$ cat src/rtl/fifo_irq_pkg.sv
package fifo_irq_pkg;
  localparam int RAW_W  = 7;
  localparam int CLR_W  = 4;
  localparam int STAT_W = 6;

  // raw / mask vector positions
  localparam int B_TXLOW = 0;
  localparam int B_TXOVF = 1;
  localparam int B_RXUNF = 2;
  localparam int B_RXOVF = 3;
  localparam int B_RXHIT = 4;
  localparam int B_SPARE = 5;
  localparam int B_CSOFF = 6;

  // clear word positions
  localparam int C_ALL   = 0;
  localparam int C_RXUNF = 1;
  localparam int C_RXOVF = 2;
  localparam int C_TXOVF = 3;

  // status word positions
  localparam int S_BUSY    = 0;
  localparam int S_TXFULL  = 1;
  localparam int S_TXEMPTY = 2;
  localparam int S_RXEMPTY = 3;
  localparam int S_RXFULL  = 4;
  localparam int S_TGTBUSY = 5;

  localparam int NSTICKY = 4;

  // sticky cell index -> raw vector position
  function automatic int sticky_raw_pos(input int i);
    case (i)
      0:       return B_TXOVF;
      1:       return B_RXUNF;
      2:       return B_RXOVF;
      default: return B_CSOFF;
    endcase
  endfunction

  // sticky cell index -> own clear bit, -1 when only clear-all applies
  function automatic int sticky_clr_pos(input int i);
    case (i)
      0:       return C_TXOVF;
      1:       return C_RXUNF;
      2:       return C_RXOVF;
      default: return -1;
    endcase
  endfunction

  function automatic logic level_at_or_below(input logic [15:0] lvl, input logic [15:0] thr);
    return lvl <= thr;
  endfunction

  function automatic logic level_above(input logic [15:0] lvl, input logic [15:0] thr);
    return lvl > thr;
  endfunction
endpackage

$ cat src/rtl/fifo_irq_level.sv
module fifo_irq_level
  import fifo_irq_pkg::*;
#(
  parameter int LVW = 6
) (
  input  logic           clk,
  input  logic           rst_n,
  input  logic           ctrl_en,
  input  logic [LVW-1:0] tx_level,
  input  logic [LVW-1:0] rx_level,
  input  logic [LVW-1:0] tx_thr_in,
  input  logic [LVW-1:0] rx_thr_in,
  output logic           tx_low_q,
  output logic           rx_hit_q
);
  logic [LVW-1:0] tx_thr_q;
  logic [LVW-1:0] rx_thr_q;
  logic           thr_load;
  logic           tx_low_d;
  logic           rx_hit_d;

  assign thr_load = !ctrl_en;
  assign tx_low_d = ctrl_en && level_at_or_below(16'(tx_level), 16'(tx_thr_q));
  assign rx_hit_d = ctrl_en && level_above(16'(rx_level), 16'(rx_thr_q));

  always_ff @(posedge clk or negedge rst_n) begin
    if (!rst_n) begin
      tx_thr_q <= '0;
      rx_thr_q <= '0;
      tx_low_q <= 1'b0;
      rx_hit_q <= 1'b0;
    end else begin
      if (thr_load) begin
        tx_thr_q <= tx_thr_in;
        rx_thr_q <= rx_thr_in;
      end
      tx_low_q <= tx_low_d;
      rx_hit_q <= rx_hit_d;
    end
  end

  AST_THRESH_FROZEN: assert property (@(posedge clk) disable iff (!rst_n)
    ctrl_en |=> ($stable(tx_thr_q) && $stable(rx_thr_q)));
  AST_LEVEL_OFF: assert property (@(posedge clk) disable iff (!rst_n)
    !ctrl_en |=> (!tx_low_q && !rx_hit_q));
endmodule

$ cat src/rtl/fifo_irq_sticky.sv
module fifo_irq_sticky
  import fifo_irq_pkg::*;
#(
  parameter int N = 4
) (
  input  logic         clk,
  input  logic         rst_n,
  input  logic [N-1:0] set_vec,
  input  logic [N-1:0] clr_own_vec,
  input  logic         clr_all,
  output logic [N-1:0] flags_q
);
  for (genvar i = 0; i < N; i++) begin : g_cell
    logic clr_hit;
    assign clr_hit = clr_all || clr_own_vec[i];

    always_ff @(posedge clk or negedge rst_n) begin
      if (!rst_n)          flags_q[i] <= 1'b0;
      else if (set_vec[i]) flags_q[i] <= 1'b1;
      else if (clr_hit)    flags_q[i] <= 1'b0;
    end

    AST_STICKY_HOLD: assert property (@(posedge clk) disable iff (!rst_n)
      (flags_q[i] && !clr_hit) |=> flags_q[i]);
    AST_SET_WINS: assert property (@(posedge clk) disable iff (!rst_n)
      set_vec[i] |=> flags_q[i]);
    AST_CLEAR_WORKS: assert property (@(posedge clk) disable iff (!rst_n)
      (clr_hit && !set_vec[i]) |=> !flags_q[i]);
  end
endmodule

$ cat src/rtl/fifo_irq_status.sv
module fifo_irq_status
  import fifo_irq_pkg::*;
#(
  parameter int DEPTH = 32,
  parameter int LVW   = 6
) (
  input  logic              shift_busy,
  input  logic              tgt_tx_busy,
  input  logic [LVW-1:0]    tx_level,
  input  logic [LVW-1:0]    rx_level,
  output logic [STAT_W-1:0] status_word
);
  localparam logic [LVW-1:0] FULL_LVL = LVW'(DEPTH);

  always_comb begin
    status_word            = '0;
    status_word[S_BUSY]    = shift_busy;
    status_word[S_TXFULL]  = (tx_level == FULL_LVL);
    status_word[S_TXEMPTY] = (tx_level == '0);
    status_word[S_RXEMPTY] = (rx_level == '0);
    status_word[S_RXFULL]  = (rx_level == FULL_LVL);
    status_word[S_TGTBUSY] = tgt_tx_busy;
  end
endmodule

$ cat src/rtl/fifo_irq_unit.sv
module fifo_irq_unit
  import fifo_irq_pkg::*;
#(
  parameter int DEPTH = 32,
  parameter int LVW   = $clog2(DEPTH + 1)
) (
  input  logic              clk,
  input  logic              rst_n,
  input  logic              ctrl_en,
  input  logic [LVW-1:0]    tx_level,
  input  logic [LVW-1:0]    rx_level,
  input  logic [LVW-1:0]    tx_thresh,
  input  logic [LVW-1:0]    rx_thresh,
  input  logic              tx_push,
  input  logic              rx_push,
  input  logic              rx_pop,
  input  logic              cs_release,
  input  logic              shift_busy,
  input  logic              tgt_tx_busy,
  input  logic              mask_wr,
  input  logic [RAW_W-1:0]  mask_wdata,
  input  logic              clr_wr,
  input  logic [CLR_W-1:0]  clr_wdata,
  output logic [RAW_W-1:0]  raw_stat,
  output logic [RAW_W-1:0]  masked_stat,
  output logic              irq,
  output logic [STAT_W-1:0] status_word
);
  localparam logic [LVW-1:0] FULL_LVL = LVW'(DEPTH);

  // named internal events
  logic               tx_ovf_evt;
  logic               rx_unf_evt;
  logic               rx_ovf_evt;
  logic [CLR_W-1:0]   clr_bits;
  logic [NSTICKY-1:0] set_vec;
  logic [NSTICKY-1:0] clr_own_vec;
  logic [NSTICKY-1:0] sticky_q;
  logic               tx_low_q;
  logic               rx_hit_q;
  logic [RAW_W-1:0]   mask_q;

  assign tx_ovf_evt = tx_push && (tx_level == FULL_LVL);
  assign rx_unf_evt = rx_pop  && (rx_level == '0);
  assign rx_ovf_evt = rx_push && (rx_level == FULL_LVL);
  assign clr_bits   = clr_wr ? clr_wdata : '0;

  assign set_vec = {cs_release, rx_ovf_evt, rx_unf_evt, tx_ovf_evt};

  for (genvar i = 0; i < NSTICKY; i++) begin : g_clr_map
    if (sticky_clr_pos(i) >= 0) begin : g_own
      assign clr_own_vec[i] = clr_bits[sticky_clr_pos(i)];
    end else begin : g_none
      assign clr_own_vec[i] = 1'b0;
    end
  end

  fifo_irq_level #(.LVW(LVW)) u_level (
    .clk      (clk),
    .rst_n    (rst_n),
    .ctrl_en  (ctrl_en),
    .tx_level (tx_level),
    .rx_level (rx_level),
    .tx_thr_in(tx_thresh),
    .rx_thr_in(rx_thresh),
    .tx_low_q (tx_low_q),
    .rx_hit_q (rx_hit_q)
  );

  fifo_irq_sticky #(.N(NSTICKY)) u_sticky (
    .clk        (clk),
    .rst_n      (rst_n),
    .set_vec    (set_vec),
    .clr_own_vec(clr_own_vec),
    .clr_all    (clr_bits[C_ALL]),
    .flags_q    (sticky_q)
  );

  fifo_irq_status #(.DEPTH(DEPTH), .LVW(LVW)) u_status (
    .shift_busy (shift_busy),
    .tgt_tx_busy(tgt_tx_busy),
    .tx_level   (tx_level),
    .rx_level   (rx_level),
    .status_word(status_word)
  );

  always_ff @(posedge clk or negedge rst_n) begin
    if (!rst_n)       mask_q <= '0;
    else if (mask_wr) mask_q <= mask_wdata;
  end

  always_comb begin
    raw_stat          = '0;
    raw_stat[B_TXLOW] = tx_low_q;
    raw_stat[B_RXHIT] = rx_hit_q;
    raw_stat[B_SPARE] = 1'b0;
    for (int i = 0; i < NSTICKY; i++) begin
      raw_stat[sticky_raw_pos(i)] = sticky_q[i];
    end
  end

  assign masked_stat = raw_stat & mask_q;
  assign irq         = |masked_stat;

  AST_IRQ_NEEDS_MASK: assert property (@(posedge clk) disable iff (!rst_n)
    irq |-> (mask_q != '0));
  AST_MASK_LOAD: assert property (@(posedge clk) disable iff (!rst_n)
    mask_wr |=> (mask_q == $past(mask_wdata)));
endmodule

$ cat config.mk
export PLATFORM = sky130hd
export DESIGN_NAME = fifo_irq_unit
export DESIGN_NICKNAME = d
export VERILOG_FILES = /design/src/rtl/fifo_irq_pkg.sv /design/src/rtl/fifo_irq_level.sv /design/src/rtl/fifo_irq_sticky.sv /design/src/rtl/fifo_irq_status.sv /design/src/rtl/fifo_irq_unit.sv
export SDC_FILE = /design/constraint.sdc
export NUM_CORES = 1
export LEC_CHECK = 0
export BUFFER_PORTS_ARGS = -buffer_cell sky130_fd_sc_hd__buf_2
export CAP_MARGIN = 20
export CORE_MARGIN = 8
export CORE_UTILIZATION = 45
export DETAILED_ROUTE_END_ITERATION = 16
export PLACE_DENSITY_LB_ADDON = 0.3
export SYNTH_ARGS = -nofsm -noshare
export SYNTH_HDL_FRONTEND = slang
export SYNTH_SLANG_ARGS = --single-unit
$ cat constraint.sdc
create_clock -name clk -period 1.5 [get_ports clk]
set_input_delay 0.15 -clock clk [delete_from_list [all_inputs] [get_ports clk]]
set_output_delay 0.15 -clock clk [all_outputs]
set_load 0.03 [all_outputs]
=== Word level (Yosys, flattened, before mapping) ===
Index checks and enable logic that the tools add are counted.

* Eq/ne operators: 2
* Order comparisons: 2
* Muxes and demuxes: 9
* Bitwise logic cells: 1
* Reduce and logical (&&, ||, !) cells: 15

{| class="wikitable"
|+ Operators with widths
! operator !! number
|-
| 6-bit == test (second input constant) || 2
|-
| 6-bit zero test || 2
|-
| 1-bit two-way mux || 8
|-
| 2-bit nonzero test || 4
|-
| 7-bit AND || 1
|-
| 7-bit OR reduction || 1
|-
| 6-bit greater-than comparator || 1
|-
| 6-bit <= comparator || 1
|-
| 1-bit logical AND || 5
|-
| 4-bit two-way mux || 1
|-
| 1-bit logical OR || 3
|}

* Register bits: 25
* Output and inout bits: 21
* Input bits: 46
* Word-level logic and storage cells: 38

=== Logic depth before layout (Yosys ltp) ===
Gate-level depths: netlist of the first run.

* Depth after elaboration: 4
* Gate-level depth with buffers: 6
* Depth with buffers taken out: 6

=== Cells and area by module ===
A second synthesis of the first run with hierarchy kept.

* Cells, all modules: 132
* Area, all modules: 1450.1 um^2

{| class="wikitable"
|+ Modules (own cells, without submodules)
! module !! instances !! sequential area each (um^2) !! area an instance (um^2) !! cells each
|-
| fifo_irq_level || 1 || 350.3 || 844.6 || 72
|-
| fifo_irq_unit || 1 || 150.1 || 394.1 || 38
|-
| fifo_irq_sticky || 1 || 100.1 || 145.1 || 12
|-
| fifo_irq_status || 1 || 0.0 || 66.3 || 10
|}

=== Worst setup path before layout of the first run ===
OpenSTA, ideal clock, no wires.

* Path type: reg-to-output
* Start point: register u_sticky.flags_q[0]
* End point: output irq
* Path slack: -0.377 ns
* Buffers on the path: 0
* Required time: 1.350 ns
* Stages on the path, launching flop included: 4
* Arrival time: 1.727 ns
* Path through: dfrtp_1 -> and2_1 -> or2_2 -> or4_1

* Word-level cells in the longest chain between the ends: 2

{| class="wikitable"
|+ RTL lines
! item !! RTL line !! text
|-
| start: declaration || fifo_irq_sticky.sv:11 || <nowiki>output logic [N-1:0] flags_q</nowiki>
|-
| start signal: indexed assignment || fifo_irq_sticky.sv:18 || <nowiki>if (!rst_n) flags_q[i] <= 1'b0;</nowiki>
|-
| start signal: indexed assignment || fifo_irq_sticky.sv:19 || <nowiki>else if (set_vec[i]) flags_q[i] <= 1'b1;</nowiki>
|-
| start signal: indexed assignment || fifo_irq_sticky.sv:20 || <nowiki>else if (clr_hit) flags_q[i] <= 1'b0;</nowiki>
|-
| 7-bit AND || fifo_irq_unit.sv:102 || <nowiki>assign masked_stat = raw_stat & mask_q;</nowiki>
|-
| net masked_stat[1] || fifo_irq_unit.sv:25 || <nowiki>output logic [RAW_W-1:0] masked_stat,</nowiki>
|-
| 7-bit OR reduction || fifo_irq_unit.sv:103 || <nowiki>assign irq = |masked_stat;</nowiki>
|-
| end: declaration || fifo_irq_unit.sv:26 || <nowiki>output logic irq,</nowiki>
|}

The timed path passes the listed nets, and every way through them passes these cells.

=== Worst setup path after layout of the first run ===
* Start point: register u_sticky.flags_q[0]
* End point: output irq

* Word-level cells in the longest chain between the ends: 2

{| class="wikitable"
|+ RTL lines
! item !! RTL line
|-
| 7-bit AND || fifo_irq_unit.sv:102
|-
| 7-bit OR reduction || fifo_irq_unit.sv:103
|}

Every way passes these cells.

==> results of run 1 <==
-- synthesized netlist by cell type --
cell and count:
a211oi_1 1, clkbuf_1 1, nor2_1 1, dfrtp_1 24
nand2b_1 1, a21o_1 1, nand4_1 2, or4_1 1
o221ai_1 1, nor3b_2 2, buf_4 6, a22o_2 1
buf_2 1, nor3_1 1, nor3_2 1, o21ai_0 4
nand3_1 2, or4_4 2, inv_1 15, mux2_2 18
and2_1 6, a21oi_1 5, or2_2 2, ha_1 12
a21boi_0 1, nand2_1 4, conb_1 1, a22o_1 2
-- sequential cells by signal, summed over array words and instances (netlist names) --
| register | flops |
|---|---|
| mask_q | 6 |
| u_level.rx_hit_q | 1 |
| u_level.rx_thr_q | 6 |
| u_level.tx_low_q | 1 |
| u_level.tx_thr_q | 6 |
| u_sticky.flags_q | 4 |
-- cell type report --
class                   instances  share of cell area, %
clock buffers                   3                   1.29
clock inverters                 1                   1.72
inverters                      15                   3.23
multi-input cells              73                   37.2
flip-flops and latches         24                   34.7
well taps                      31                   2.23
repair buffers                 64                   19.6
-- layer usage --
metal,up-vias,share of wire (%)
met5,-,0
met4,0,1.2
met3,5,11
met2,47,46
met1,488,42
li1,526,-
-- logic make-up after synthesis --
group                      Yosys count  share of synthesized area (%)
AOI/OAI and AO/OA                   16                           7.76
adders and majority gates           12                           11.2
buffers and inverters               23                           8.22
DFF                                 24                           44.9
muxes                               18                           15.1
other                                1                          0.280
and+or+nand+nor                     25                           12.5
-- power by group through the flow --
| stage | sequential (uW) | combinational [uW] | clock (uW) |
|---|---|---|---|
| 2_1_floorplan | 745 | 246 | 0 |
| 3_3_place_gp | 743 | 347 | 0 |
| 3_5_place_dp | 748 | 367 | 0 |
| 4_1_cts | 734 | 384 | 480 |
| 5_1_grt | 742 | 422 | 506 |
| 6_report | 734 | 379 | 460 |
-- how the worst max path moves through the flow --
stage,startpoint,end,slack [ps]
2_1_floorplan,u_sticky.flags_q[2]$_DFFE_PN0P_,irq,-90
3_3_place_gp,u_sticky.flags_q[2]$_DFFE_PN0P_,irq,-40
3_5_place_dp,u_level.tx_low_q$_DFF_PN0_,irq,-40
4_1_cts,u_sticky.flags_q[0]$_DFFE_PN0P_,irq,-390
5_1_grt,mask_q[1]$_DFFE_PN0P_,irq,-430
6_report,u_sticky.flags_q[0]$_DFFE_PN0P_,irq,-370
-- through the flow --
step	setup slack, ps	power, uW	std cells	instance area (sq um)	hold slack (ps)
global route	-434	1670	211	1740	2.66
global placement	-38.2	1090	205	1660	141
detailed placement	-44.8	1110	205	1660	146
floorplan	-92.1	991	120	1360	-146
finish	-373	1570	211	1740	18.2
CTS	-394	1600	211	1740	9.54
-- what timing repair did --
action | 4_1_cts | 5_1_grt
pin swaps | 4 | 0
gates resized for setup | 3 | 0
setup endpoints to repair | 1 | 1
buffers inserted | 1 | 0
hold buffers | 1 | 0
hold endpoints to repair | 24 | 0
==> impl_metrics.tcl, run 1 <==
set metrics [dict create \
    globalplace.congestion 0.762 \
    grt_util_met3_pct 6.69 \
    hold_viol_final 0 \
    initial_utilization_pct 48.1 \
    met2_usage_pct 20.5 \
    p_leak_uw 0.000936 \
    whs_endpoint "u_sticky.flags_q[3]$_DFFE_PN0P_" \
    tightestPinTransition_ps 503 \
    final.setup.worst_slack_ps -373 \
    timing.rr.end "u_level.rx_hit_q$_DFF_PN0_" \
    whs_path_depth 2 \
    yosys.cell_types.count 28 \
    crit_buf_inv 1 \
    num_rows 19 \
    clockBufferDepth 2 \
    cts_max_level 1 \
    period_needed_ps 1870 \
    p_seq_share_pct 46.6 \
    crit_family "simple AND/OR/NAND/NOR gates" \
    combPwrFrac_pct 24.1 \
    path_cells "and2_4 > or2_4 > or4_4 > buf_6" \
    crit_arrival_ps 1720 \
    antenna_found_initial 0 \
    die_y_um 70.5 \
    critPathSlowestCell "or4_4" \
    clkTransAtPathRegs_ps 120 \
    synth_top_area_share_pct 44.9 \
    status "finished with violations" \
    wl_per_cell_um 14.4 \
    track_usage_pct 12.4 \
    hold_class "primary input to flip-flop" \
    vias 1066 \
    busiest_layer "met2" \
    totalWireLength_um 3040 \
    yosys.area.top_type "dfrtp_1" \
    timing.fmax_mhz 534 \
    use_met1_pct 13.7 \
    grt_start_max_net_pins 25 \
    rsz0062_at_grt "yes" \
    cp-start-kind "flip-flop" \
    cp_max_fo 2 \
    dieArea_sq_mm 0.00498 \
    p_int_uw 1160 \
    end_kind "output pin" \
    synth-seq-cells 24 \
    fin_crit_sh_pct 125 \
    io_buffers 59 \
    synth.avg_cell_area_sq_um 11.3 \
    drt_iter0_drc 12 \
    clk_latency_ps 320 \
    layout.cells.most_common_list "58 x buf_2, 21 x dfrtp_1, 18 x mux2_2" \
    skew_ps 6.22 \
    grt_pass1_wl_um 5220 \
    crit_cells 4 \
    area_growth_pct 30.1 \
    cp.required_ps 1350 \
    die_x_um 70.5 \
    peakVddDrop_mv 0.650 \
    final.fill_count 236 \
    viasPerCell 5.05 \
    synth_area_leaders "dfrtp_1 45%, mux2_2 15%, ha_1 11%, inv_1 4.2%, buf_4 3.4%" \
    path_class "flip-flop to output pin" \
    core-area_sq_mm 0.00278 \
    cts_tree "yes" \
    slowest_delay_ps 470 \
    dr.pass1.iters 3 \
    rr_worst_depth 6 \
    ios 67 \
    fin_nets 239 \
    r2r_setup_slack_ps 120 \
    final_max_slew_viol_count 0 \
    slew_headroom_pct 66.5 \
    drv_cap 0 \
    grt_overflow 0 \
    power.density_mw_per_mm2 903 \
    worst_hold_startpoint "cs_release" \
    setup_viol 1 \
    ys_seq_area_share_pct 44.9 \
    drc_errors 0 \
    multi_input_area_sq_um 648 \
    grt_pass1_vias 1196 \
    p_clk_share_pct 29.2 \
    cts_num_sinks 24 \
    layout_commonest_cell "buf_2" \
    fin_util_pct 62.6 \
    syn_area_sq_mm 0.00134 \
    netlist_instances 119 \
    violations "negative setup slack" \
    dp_hpwl_um 2650 \
    setup_tns_ps -373 \
    ys.warnings.count 0 \
    numCtsBuffers 3 \
    ant_nets 0 \
    netSwitchingFraction_pct 26.4 \
    register_area_sq_um 604 \
    r2r-start "u_level.rx_thr_q[4]$_DFFE_PN0N_" \
    cts_root_buf "clkbuf_4" \
    drive_gt1_share_pct 55.6 \
    netSwitchingPower_uw 415 \
    antenna_cells 0 \
]
No activity file was read; power rests on OpenSTA's default activity.
==> run 2: changes to the inputs <==
CORE_UTILIZATION = 48   (was 45)
GPL_ROUTABILITY_DRIVEN = 0   (was default)
clock period = 2.4 ns   (was 1.5 ns; I/O delays follow)
==> impl_metrics.tcl, run 2 (synthesized netlist as in run 1, its figures left out) <==
set metrics [dict create \
    dp_hpwl_um 2450 \
    slew_headroom_pct 66.5 \
    ios 67 \
    io_buffers 59 \
    die_y_um 68.8 \
    tightestPinTransition_ps 503 \
    num_rows 19 \
    cts_max_level 1 \
    netSwitchingPower_uw 247 \
    drive_gt1_share_pct 50.6 \
    power.density_mw_per_mm2 529 \
    cp.required_ps 2160 \
    layout_commonest_cell "buf_2" \
    antenna_found_initial 0 \
    grt_pass1_vias 1108 \
    met2_usage_pct 22.1 \
    area_growth_pct 24.7 \
    wl_per_cell_um 13.7 \
    use_met1_pct 14.1 \
    fin_nets 235 \
    cp_max_fo 3 \
    fin_area_sq_mm 0.00167 \
    track_usage_pct 12.4 \
    numCtsBuffers 3 \
    cts_root_buf "clkbuf_4" \
    initial_utilization_pct 49.4 \
    final_max_slew_viol_count 0 \
    cp-start-kind "flip-flop" \
    clkTransAtPathRegs_ps 120 \
    p_clk_share_pct 23.2 \
    clockBufferDepth 2 \
    path_class "flip-flop to output pin" \
    cts_num_sinks 24 \
    clk_latency_ps 300 \
    totalWireLength_um 2840 \
    hold_viol_final 0 \
    viasPerCell 5.04 \
    crit_arrival_ps 1800 \
    grt_pass1_wl_um 4660 \
    register_area_sq_um 601 \
    netSwitchingFraction_pct 28.0 \
    die_x_um 68.8 \
    antenna_cells 0 \
    fin_crit_sh_pct 85.2 \
    timing.fmax_mhz 489 \
    core-area_sq_mm 0.00271 \
    period_needed_ps 2040 \
    skew_ps 2.49 \
    setup_tns_ps 0 \
    critPathSlowestCell "or4_1" \
    p_leak_uw 0.000908 \
    busiest_layer "met2" \
    hold_class "primary input to flip-flop" \
    end_kind "output pin" \
    dr.pass1.iters 4 \
    setup_viol 0 \
    combPwrFrac_pct 24.9 \
    path_cells "and2_1 > or2_2 > or4_1 > buf_2" \
    grt_start_max_net_pins 25 \
    top_regs "mask_q: 6 flops, u_level.rx_thr_q: 6 flops, u_level.tx_thr_q: 6 flops" \
    total_power_uw 883 \
    cts_tree "yes" \
    rsz0062_at_grt "no" \
    dieArea_sq_mm 0.00473 \
    grt_util_met3_pct 3.55 \
    r2r-start "u_level.rx_thr_q[4]$_DFFE_PN0N_" \
    p_seq_share_pct 51.9 \
    status "finished, final reports clean" \
    vias 1044 \
    drt_iter0_drc 4 \
    ant_nets 0 \
    place_area_sq_mm 0.00162 \
    peakVddDrop_mv 0.374 \
    startpoint "u_sticky.flags_q[0]$_DFFE_PN0P_" \
    post_cts_resize_count 0 \
    grt_overflow 0 \
    slowest_delay_ps 450 \
    drv_cap 0 \
    postCtsSetupBuffers 0 \
    final.fill_count 243 \
    drc_errors 0 \
    worst_hold_startpoint "cs_release" \
    multi_input_area_sq_um 632 \
    layout.cells.most_common_list "59 x buf_2, 24 x dfrtp_1, 18 x mux2_2" \
    p_int_uw 635 \
]
## run 2: cell count changes in the layout (fill, tap and decap cells not counted), sizes merged
cell	change
buf	-4
bufinv	-1
clkbuf	+1
## run 2: final timing paths
check                                                  end  depth (start not counted)  slack [ps]
max                                                    irq                          4         360
min                        u_sticky.flags_q[3]$_DFFE_PN0P_                          2         110
max reg2reg                     u_level.rx_hit_q$_DFF_PN0_                          6        1070
min reg2reg                u_sticky.flags_q[3]$_DFFE_PN0P_                          1         510
max in group asynchronous       u_level.rx_hit_q$_DFF_PN0_                          2        1640
min in group asynchronous  u_level.tx_thr_q[3]$_DFFE_PN0N_                          2         420
## run 2: repair_timing
action	in CTS	in global routing
hold buffers	1	0
endpoints found under the hold margin	24	0
setup endpoints to repair	0	0
## run 2: cell type report
type | count | share of cell area [%]
Multi-Input combinational cell | 73 | 37.9
Sequential cell | 24 | 36.0
Timing Repair Buffer | 60 | 18.3
Inverter | 15 | 3.37
Tap cell | 31 | 2.32
Clock buffer | 4 | 2.17
## run 2: per-stage QoR
step / std cells / setup WS (ps) / hold slack [ps] / utilization (%)
finish: 207 / 356 / 110 / 61.6
global route: 207 / 290 / 93.7 / 61.6
CTS: 207 / 334 / 96.1 / 61.6
detailed placement: 202 / 705 / 244 / 59.9
global placement: 202 / 717 / 245 / 59.9
floorplan: 120 / 433 / -55.6 / -
## run 2: worst max-delay path: cells and delay by family (launching register included)
kind | cells | cell delay [ps]
DFF | 1 | 420
and+or+nand+nor | 3 | 890
buffers and inverters | 1 | 190
## run 2: routing by layer
metal	part of all wire, %	wire length, um
met2	50	1430
met3	13	364
met4	0.42	12
met1	36	1040
met5	0	0
## run 2: power groups by stage
| stage | combinational (uW) | clock (uW) | sequential (uW) |
|---|---|---|---|
| 2_1_floorplan | 150 | 0 | 465 |
| 5_1_grt | 247 | 232 | 463 |
| 4_1_cts | 224 | 218 | 458 |
| 3_3_place_gp | 212 | 0 | 464 |
| 6_report | 220 | 205 | 458 |
| 3_5_place_dp | 221 | 0 | 467 |
